--- config.mk ---
export PLATFORM = sky130hd
export DESIGN_NAME = iso_retire_ctrl
export DESIGN_NICKNAME = d
export VERILOG_FILES = /design/src/rtl/iso_rc_pkg.sv /design/src/rtl/iso_rc_mult.sv /design/src/rtl/iso_rc_bytes.sv /design/src/rtl/iso_retire_ctrl.sv
export SDC_FILE = /design/constraint.sdc
export NUM_CORES = 1
export LEC_CHECK = 0
export ABC_AREA = 1
export BUFFER_PORTS_ARGS = -buffer_cell sky130_fd_sc_hd__buf_2
export CORE_MARGIN = 2
export CORE_UTILIZATION = 49
export CTS_CLUSTER_DIAMETER = 200
export DETAILED_ROUTE_END_ITERATION = 10
export PLACE_DENSITY = 0.77
export SLEW_MARGIN = 30
export SYNTH_ARGS = -nofsm -noshare
export SYNTH_HDL_FRONTEND = slang
export SYNTH_HIERARCHICAL = 1
export SYNTH_SLANG_ARGS = --single-unit
export TNS_END_PERCENT = 20
--- constraint.sdc ---
create_clock -name clk -period 2.4 [get_ports clk]
set_input_delay 0.48 -clock clk [delete_from_list [all_inputs] [get_ports clk]]
set_output_delay 0.48 -clock clk [all_outputs]
set_load 0.02 [all_outputs]
--- src/rtl/iso_rc_pkg.sv ---
package iso_rc_pkg;
  // Two-bit data PID code carried with every packet event
  typedef enum logic [1:0] {
    PID_DATA0 = 2'b00,
    PID_DATA1 = 2'b01,
    PID_DATA2 = 2'b10,
    PID_MDATA = 2'b11
  } pid_e;
endpackage

--- src/rtl/iso_rc_mult.sv ---
// Per-frame multiplier countdown and packets-seen counter
module iso_rc_mult #(
  parameter int MULT_W = 2
) (
  input  logic              clk,
  input  logic              rst,
  input  logic              load,
  input  logic              load_is_rx,
  input  logic [MULT_W-1:0] qh_mult,
  input  logic [MULT_W-1:0] ovr_mult,
  input  logic              accept,
  input  logic              frame,
  input  logic              clear,
  output logic              mult_done,
  output logic              short_frame
);
  // Effective multiplier: override for transmit if nonzero, zero becomes one
  function automatic logic [MULT_W-1:0] eff_mult(input logic is_rx,
                                                  input logic [MULT_W-1:0] qh,
                                                  input logic [MULT_W-1:0] ov);
    logic [MULT_W-1:0] m;
    m = (!is_rx && ov != '0) ? ov : qh;
    if (m == '0) m = MULT_W'(1);
    return m;
  endfunction

  logic [MULT_W-1:0] cfg_q, cnt_q, seen_q;

  assign mult_done   = accept && (cnt_q == MULT_W'(1));
  assign short_frame = frame && !mult_done && ((seen_q != '0) || accept);

  always_ff @(posedge clk) begin
    if (rst) begin
      cfg_q  <= MULT_W'(1);
      cnt_q  <= MULT_W'(1);
      seen_q <= '0;
    end else if (load) begin
      cfg_q  <= eff_mult(load_is_rx, qh_mult, ovr_mult);
      cnt_q  <= eff_mult(load_is_rx, qh_mult, ovr_mult);
      seen_q <= '0;
    end else if (clear || frame) begin
      cnt_q  <= cfg_q;
      seen_q <= '0;
    end else if (accept) begin
      cnt_q  <= cnt_q - MULT_W'(1);
      seen_q <= seen_q + MULT_W'(1);
    end
  end

  // the countdown never sits at zero nor above its configured start
  a_r3_cnt_range: assert property (@(posedge clk) disable iff (rst)
    (cnt_q != '0) && (cnt_q <= cfg_q));
  // packets seen in a frame stay below the multiplier
  a_r4_seen_below_mult: assert property (@(posedge clk) disable iff (rst)
    seen_q < cfg_q);
endmodule

--- src/rtl/iso_rc_bytes.sv ---
// Remaining byte allocation and receive overflow detection
module iso_rc_bytes #(
  parameter int LEN_W   = 11,
  parameter int BYTES_W = 16
) (
  input  logic               clk,
  input  logic               rst,
  input  logic               load,
  input  logic [BYTES_W-1:0] total,
  input  logic [LEN_W-1:0]   max_len,
  input  logic               accept,
  input  logic               is_rx,
  input  logic [LEN_W-1:0]   len,
  output logic [BYTES_W-1:0] left,
  output logic               ovf
);
  logic [LEN_W-1:0]   max_q;
  logic [BYTES_W-1:0] left_q;

  function automatic logic too_big(input logic [LEN_W-1:0] l,
                                   input logic [LEN_W-1:0] lim,
                                   input logic [BYTES_W-1:0] room);
    return (l > lim) || (BYTES_W'(l) > room);
  endfunction

  function automatic logic [BYTES_W-1:0] sub_floor(input logic [BYTES_W-1:0] room,
                                                   input logic [LEN_W-1:0] l);
    return (BYTES_W'(l) >= room) ? '0 : room - BYTES_W'(l);
  endfunction

  assign ovf  = accept && is_rx && too_big(len, max_q, left_q);
  assign left = left_q;

  always_ff @(posedge clk) begin
    if (rst) begin
      max_q  <= '0;
      left_q <= '0;
    end else if (load) begin
      max_q  <= max_len;
      left_q <= total;
    end else if (accept && !ovf) begin
      left_q <= sub_floor(left_q, len);
    end
  end

  // without a load the allocation never grows
  a_r10_no_growth: assert property (@(posedge clk) disable iff (rst)
    (!$past(rst) && !$past(load)) |-> (left_q <= $past(left_q)));
  // an overflowing packet leaves the count untouched
  a_r7_ovf_keeps_count: assert property (@(posedge clk) disable iff (rst)
    (ovf && !load) |=> $stable(left_q));
endmodule

--- src/rtl/iso_retire_ctrl.sv ---
module iso_retire_ctrl #(
  parameter int MULT_W  = 2,
  parameter int LEN_W   = 11,
  parameter int BYTES_W = 16
) (
  input  logic               clk,
  input  logic               rst,
  input  logic               dsc_load,
  input  logic               dsc_is_rx,
  input  logic [MULT_W-1:0]  dsc_qh_mult,
  input  logic [MULT_W-1:0]  dsc_mult_ovr,
  input  logic [LEN_W-1:0]   dsc_max_len,
  input  logic [BYTES_W-1:0] dsc_total,
  input  logic               pkt_valid,
  input  logic               pkt_is_rx,
  input  logic [1:0]         pkt_pid,
  input  logic [LEN_W-1:0]   pkt_len,
  input  logic               pkt_crc_err,
  input  logic               frame_tick,
  output logic               retire,
  output logic               xact_err,
  output logic               buf_err,
  output logic [BYTES_W-1:0] bytes_left,
  output logic               prime_req
);
  import iso_rc_pkg::*;

  logic active_q, rx_q, retire_q, xerr_q, berr_q, prime_q;

  // Named internal events
  logic live, accept, frame_live, ovf, mult_done, short_frame;
  logic rx_stop, crc_hit, fulfil_fail, retire_now;

  assign live        = active_q && !dsc_load;
  assign accept      = live && pkt_valid && (pkt_is_rx == rx_q);
  assign frame_live  = live && frame_tick;
  assign crc_hit     = accept && rx_q && pkt_crc_err;
  assign rx_stop     = accept && rx_q && (ovf || pkt_crc_err || (pid_e'(pkt_pid) != PID_MDATA));
  assign fulfil_fail = short_frame && !rx_stop;
  assign retire_now  = mult_done || rx_stop || fulfil_fail;

  iso_rc_mult #(.MULT_W(MULT_W)) u_mult (
    .clk        (clk),
    .rst        (rst),
    .load       (dsc_load),
    .load_is_rx (dsc_is_rx),
    .qh_mult    (dsc_qh_mult),
    .ovr_mult   (dsc_mult_ovr),
    .accept     (accept),
    .frame      (frame_live),
    .clear      (retire_now),
    .mult_done  (mult_done),
    .short_frame(short_frame)
  );

  iso_rc_bytes #(.LEN_W(LEN_W), .BYTES_W(BYTES_W)) u_bytes (
    .clk    (clk),
    .rst    (rst),
    .load   (dsc_load),
    .total  (dsc_total),
    .max_len(dsc_max_len),
    .accept (accept),
    .is_rx  (rx_q),
    .len    (pkt_len),
    .left   (bytes_left),
    .ovf    (ovf)
  );

  always_ff @(posedge clk) begin
    if (rst) begin
      active_q <= 1'b0;
      rx_q     <= 1'b0;
      retire_q <= 1'b0;
      xerr_q   <= 1'b0;
      berr_q   <= 1'b0;
      prime_q  <= 1'b0;
    end else begin
      retire_q <= retire_now;
      if (dsc_load) begin
        active_q <= 1'b1;
        rx_q     <= dsc_is_rx;
        xerr_q   <= 1'b0;
        berr_q   <= 1'b0;
        prime_q  <= 1'b0;
      end else begin
        if (retire_now) begin
          active_q <= 1'b0;
          prime_q  <= 1'b1;
        end
        xerr_q <= xerr_q | crc_hit | fulfil_fail;
        berr_q <= berr_q | ovf;
      end
    end
  end

  assign retire   = retire_q;
  assign xact_err = xerr_q;
  assign buf_err  = berr_q;
  assign prime_req = prime_q;

  // retirement is a single-cycle pulse
  a_r3_retire_single: assert property (@(posedge clk) disable iff (rst)
    retire |=> !retire);
  // every retirement comes with a prime request
  a_r9_prime_with_retire: assert property (@(posedge clk) disable iff (rst)
    retire |-> prime_req);
  // nothing retires while the endpoint is not armed
  a_r9_no_retire_unarmed: assert property (@(posedge clk) disable iff (rst)
    (!active_q && !dsc_load) |=> !retire);
  // a short frame flags a transaction error and retires
  a_r4_short_frame: assert property (@(posedge clk) disable iff (rst)
    fulfil_fail |=> (xact_err && retire));
  // flags are clear right after a load and sticky otherwise
  a_r11_clear_on_load: assert property (@(posedge clk) disable iff (rst)
    dsc_load |=> (!xact_err && !buf_err));
  a_r11_sticky: assert property (@(posedge clk) disable iff (rst)
    (xact_err && !dsc_load) |=> xact_err);
endmodule

==> flow_summary.json, run 1 <==
{
  "grt_pass1_wl_um": 12700,
  "max-cap-violations": 0,
  "syn_avg_cell_area_sq_um": 6.18,
  "finClkSkew_ns": 0.00676,
  "arrival_ns": 2.55,
  "antenna_found_initial": 0,
  "r2r_end": "u_mult/cnt_q[0]",
  "cts_tree": "yes",
  "crit_type": "reg2reg",
  "hold_viol_final": 0,
  "cts_root_buf": "clkbuf_8",
  "n_fill_cell": 534,
  "overflow": 0,
  "die-area_sq_um": 6730,
  "gp_congestion": 0.924,
  "nets": 662,
  "reg2regPathDepth": 24,
  "dp_worst_setup_slack_ns": -0.231,
  "required_ns": 2.60,
  "ant_nets": 0,
  "grtUsageTotal_pct": 24.1,
  "drt-pass1-iter-count": 4,
  "grt_max_degree": 28,
  "synth_area_sq_um": 2980,
  "synth.distinct_cells": 33,
  "layout_min_cycle_time_ns": 2.36,
  "setup_ws_ns": 0.0445,
  "fin_crit_sh_pct": 98.1,
  "relSlewSlack_pct": 75.9,
  "io_pins": 72,
  "p_per_area_nw_per_um2": 504,
  "drc": 0,
  "drt-total-wl_um": 7940,
  "reg2reg_from": "u_bytes/left[0]",
  "die_width_um": 82.0,
  "numCtsBuffers": 5,
  "vias": 3274,
  "min_path_cells": 3,
  "synth_cells": 483,
  "max_freq_mhz": 425,
  "area_growth_pct": 27.9,
  "min_to": "u_bytes/max_q[0]",
  "die_y_um": 82.0,
  "rows": 28,
  "hp-start": "dsc_max_len[0]",
  "initial_core_util_pct": 50.4,
  "hold_class": "in2reg",
  "drive_gt1_share_pct": 28.8,
  "worst-r2r-setup-slack_ns": 0.04,
  "drt_iter0_drc": 244,
  "finalMaxSlewViolations": 0,
  "path_clk_slew_ns": 0.08,
  "portBuffers": 71,
  "viasPerCell": 4.95,
  "hpwl_um": 5890,
  "htree_levels": 2,
  "setup_viol": 0,
  "start_kind": "register",
  "insertion_delay_ns": 0.30,
  "grt_pass1_vias": 3071,
  "routedWlPerCell_um": 12.0,
  "cp-end-kind": "register",
  "utilization_pct": 64.5,
  "rsz0062_at_grt": "true",
  "ys_seq_elements": 39,
  "leakage_nw": 2.14,
  "clock_sinks": 39,
  "status": "complete, no violations",
  "cp_max_fo": 4,
  "yosysWarningCount": 6,
  "tightest_slew_ns": 0.361,
  "mappedNetlistNets": 560,
  "core_sq_um": 5920,
  "antenna_cells": 0,
  "seq_area_frac_synth_pct": 26.2,
  "peakVddDrop_mv": 0.297,
  "cts_buffer_depth": 2
}
==> where the power goes <==
group / leakage (nW) / total [mW] / internal (mW) / switching, mW
Combinational: 1.77 / 0.746 / 0.319 / 0.427
Clock: 0.0477 / 0.451 / 0.199 / 0.251
Sequential: 0.323 / 0.728 / 0.694 / 0.0343
==> synth_stat cells <==
library cell  number  area, sq um
a211oi_1           1         7.51
a21oi_1           30          150
a21oi_2            1         8.76
and3_1             3         18.8
and3_2             1         7.51
buf_1              2         7.51
buf_12             1         20.0
buf_6              1         11.3
clkbuf_1           5         18.8
clkinv_1           1         3.75
dfxtp_1           39          781
fa_1               1         20.0
ha_1              24          300
inv_1             80          300
inv_2              6         22.5
inv_4              1         6.26
nand2_1          133          499
nand2_2           12         75.1
nand2_4            2         22.5
nand3_1           39          195
nand3_2            1         10.0
nand3b_1           2         15.0
nand4_1            1         6.26
nor2_1            46          173
nor2_2            13         81.3
nor3_1             3         15.0
o21a_1             1         7.51
o21ai_0           21          105
o21ai_1            2         10.0
o21ai_2            1         8.76
or2_2              1         6.26
xnor2_1            7         61.3
xor2_1             1         8.76
==> layer usage <==
layer	track usage, %	part of all wire [%]
met5	0	0
met4	8.00	1.6
met3	3.96	5.1
met2	44.1	48
met1	28.2	45
==> metrics by stage <==
step | power [mW] | instances | hold WS (ns) | instance area, sq um | setup TNS [ns]
2_1_floorplan | 1.20 | 483 | 0.433 | 2980 | 0
3_3_place_gp | 1.42 | 650 | 0.446 | 3610 | -0.312
3_5_place_dp | 1.44 | 650 | 0.455 | 3610 | -0.754
4_1_cts | 1.90 | 658 | 0.415 | 3700 | -0.00694
5_1_grt | 2.05 | 661 | 0.424 | 3820 | -0.203
6_report | 1.93 | 661 | 0.417 | 3820 | 0
==> repair_timing <==
action / in CTS / in global routing
resized for setup: 1 / 23
pin swaps: 0 / 13
setup endpoints to repair: 2 / 4
buffers inserted: 0 / 3
hold buffers: 0 / 0
==> state kept, by name, indices dropped and copies added (netlist names) <==
| name | cells |
|---|---|
| retire | 1 |
| u_bytes/left | 16 |
| u_bytes/max_q | 11 |
| u_mult/cfg_q | 2 |
| xact_err | 1 |
| u_mult/cnt_q | 2 |
| buf_err | 1 |
| rx_q | 1 |
| u_mult/seen_q | 2 |
| prime_req | 1 |
| active_q | 1 |
==> logic make-up (layout without fill, tap and decap cells) <==
family,after synthesis,in the layout,share of synthesized area (%)
adder cells (fa/ha/maj),25,25,10.7
AO/OA/AOI/OAI,57,57,9.98
AND/OR/NAND/NOR,257,257,37.7
XOR/XNOR,8,8,2.35
buffers and inverters,97,200,13.1
flip-flops,39,39,26.2
==> cell type report <==
cell class	instances	area, sq um	area share, %
clock buffer	5	68.8	1.80
sequential	39	782	20.5
inverter	88	333	8.72
tap	75	93.8	2.46
multi-input combinational	347	1910	50.0
timing repair buffer	104	616	16.1
clock inverter	3	15.0	0.393
==> how the worst max path moves through the flow <==
stage,startpoint,end,cells past startpoint
2_1_floorplan,pkt_len[0],u_mult/cnt_q[0],23
5_1_grt,u_bytes/left[0],u_mult/cnt_q[0],24
3_5_place_dp,pkt_len[0],u_mult/cnt_q[1],24
6_report,u_bytes/left[0],u_mult/cnt_q[0],24
3_3_place_gp,pkt_len[0],u_mult/cnt_q[1],24
4_1_cts,u_bytes/left[0],u_mult/cnt_q[0],24
==> placed cells by master (no fill, tap or decap), drive strengths merged <==
| cell | instances |
|---|---|
| buf | 104 |
| nand3b | 2 |
| clkinv | 4 |
| o21ai | 24 |
| clkbuf | 5 |
| a21oi | 31 |
| fa | 1 |
| nand2 | 147 |
| o21a | 1 |
| a211oi | 1 |
| inv | 87 |
| xor2 | 1 |
| xnor2 | 7 |
| nor3 | 3 |
| nor2 | 59 |
| dfxtp | 39 |
| or2 | 1 |
| and3 | 4 |
| ha | 24 |
| nand4 | 1 |
| nand3 | 40 |
==> critical path, stage by stage, from the launching register on <==
cell and delay [ns]:
dfxtp_2 0.33, inv_2 0.07, ha_4 0.13, inv_2 0.04, fa_2 0.40, nand2_2 0.07, nand2_2 0.06, nand2_2 0.06
nand2_2 0.05, nand2_2 0.09, nand2_2 0.07, nand2_2 0.08, nand2_4 0.05, inv_2 0.05, nor2_1 0.03, nand3_1 0.09
nand2_2 0.07, nand2_2 0.07, inv_2 0.05, nand2_4 0.08, o21ai_2 0.05, o21ai_1 0.09, nand2_1 0.07, nand2_1 0.06
nand2_1 0.05
Note: power is estimated with default switching activity, not from simulation.
==> run 2, diff against run 1 <==
- CORE_UTILIZATION: 49 -> 50
- PLACE_DENSITY: 0.77 -> 0.75
- clock period: 2.4 -> 2.6 ns (I/O delays scaled with it)
==> run 2 against run 1 <==
  * Wire length shrank 4.9%
  * Clock power increased by 3%
  * Sequential power is 7.8% lower
  * Register-to-register slack improved by 0.17 ns
  * Clock-buffer cell count increased by 3
==> flow_summary.json, run 2 (synthesis gave the netlist of run 1 again) <==
{
  "initial_core_util_pct": 51.0,
  "path_clk_slew_ns": 0.08,
  "core_sq_um": 5850,
  "relSlewSlack_pct": 71.7,
  "peakVddDrop_mv": 0.278,
  "grt_pass1_vias": 2934,
  "setup_ws_ns": 0.213,
  "n_fill_cell": 540,
  "overflow": 0,
  "largest_reg_flops": 16,
  "viasPerCell": 4.85,
  "ant_nets": 0,
  "status": "complete, no violations",
  "die_width_um": 81.3,
  "insertion_delay_ns": 0.30,
  "antenna_cells": 0,
  "clock_sinks": 39,
  "die_y_um": 81.3,
  "tightest_slew_ns": 0.423,
  "layout_commonest_cell": "nand2_1",
  "nets": 650,
  "setup_viol": 0,
  "htree_levels": 2,
  "numCtsBuffers": 5,
  "drt_iter0_drc": 182,
  "cts_root_buf": "clkbuf_8",
  "cts_tree": "yes",
  "area_growth_pct": 22.5,
  "hpwl_um": 5720,
  "crit_type": "reg2reg",
  "required_ns": 2.79,
  "max_freq_mhz": 419,
  "cp-end-kind": "register",
  "drt-pass1-iter-count": 4,
  "final-seq-area_sq_um": 782,
  "dp_worst_setup_slack_ns": -0.0453,
  "hold_class": "in2reg",
  "drt-total-wl_um": 7550,
  "finalMaxSlewViolations": 0,
  "finClkSkew_ns": 0.00914,
  "io_pins": 72,
  "rows": 28,
  "routedWlPerCell_um": 11.6,
  "vias": 3148,
  "die-area_sq_um": 6600,
  "hold_slack_ns": 0.445,
  "drive_gt1_share_pct": 25.4,
  "drc": 0,
  "final_cell_mix": "nand2_1, inv_1, buf_2",
  "grtUsageTotal_pct": 24.2,
  "antenna_found_initial": 0,
  "layout_min_cycle_time_ns": 2.39,
  "arrival_ns": 2.58,
  "cp_max_fo": 4,
  "grt_pass1_wl_um": 12600,
  "fin_crit_sh_pct": 91.8,
  "multi_input_comb_area_sq_um": 1830,
  "max-cap-violations": 0,
  "p_per_area_nw_per_um2": 483,
  "hold_viol_final": 0,
  "leakage_nw": 2.07,
  "portBuffers": 71,
  "cts_hold_buf": 0,
  "start_kind": "register",
  "grt_max_degree": 28,
  "cts_buffer_depth": 2,
  "gp_congestion": 0.894
}
-- run 2: repair_timing --
| action | in CTS | in global routing |
|---|---|---|
| buffers inserted | 0 | 1 |
| gates resized for setup | 0 | 10 |
| endpoints found under the setup margin | 0 | 2 |
-- run 2: worst paths after layout --
path | start | endpoint | slack [ns] | cells after the start
max | u_bytes/left[0] | u_mult/cnt_q[0] | 0.21 | 24
min | dsc_max_len[0] | u_bytes/max_q[0] | 0.45 | 3
max reg2reg | u_bytes/left[0] | u_mult/cnt_q[0] | 0.21 | 24
min reg2reg | u_bytes/max_q[7] | u_bytes/max_q[7] | 0.47 | 2
-- run 2: layout make-up --
type | count | share of cell area [%]
tap | 75 | 2.57
sequential | 39 | 21.4
clock buffer | 8 | 2.74
multi-input combinational | 347 | 50.2
timing repair buffer | 92 | 14.0
inverter | 88 | 9.11
-- run 2: report_power, final --
group	internal, mW	total, mW	switching [mW]
registers	0.641	0.671	0.0304
clock network	0.243	0.464	0.222
logic	0.259	0.631	0.371
total	1.14	1.77	0.623
-- run 2: metal layers --
metal  up-vias  share of wire [%]  GRT usage [%]
met5         -                  0              0
met4         0               0.61           5.59
met3         4                4.5           3.44
met2        77                 49           43.3
met1      1387                 46           30.6
li1       1680                  -              -
-- run 2: worst max-delay path: stages, from the launching register on --
cell	delay (ns)
dfxtp_2	0.33
inv_2	0.05
ha_2	0.18
inv_2	0.04
fa_2	0.39
nand2_2	0.07
nand2_2	0.05
nand2_2	0.06
nand2_2	0.05
nand2_2	0.09
nand2_2	0.06
nand2_2	0.07
nand2_2	0.05
inv_2	0.05
nor2_1	0.04
nand3_1	0.09
nand2_2	0.07
nand2_2	0.07
inv_2	0.05
nand2_4	0.08
o21ai_0	0.07
o21ai_1	0.09
nand2_1	0.06
nand2_1	0.05
nand2_1	0.04
-- run 2: stage by stage --
| stage | utilization, % | power [mW] | TNS, ns | std cells | area (sq um) |
|---|---|---|---|---|---|
| 6_report | 62.5 | 1.77 | 0 | 649 | 3650 |
| 5_1_grt | 62.5 | 1.90 | -0.0300 | 649 | 3650 |
| 4_1_cts | 62.0 | 1.78 | 0 | 648 | 3630 |
| 3_5_place_dp | 60.3 | 1.30 | -0.0816 | 640 | 3530 |
| 3_3_place_gp | 60.3 | 1.29 | 0 | 640 | 3530 |
| 2_1_floorplan | - | 1.11 | 0 | 483 | 2980 |
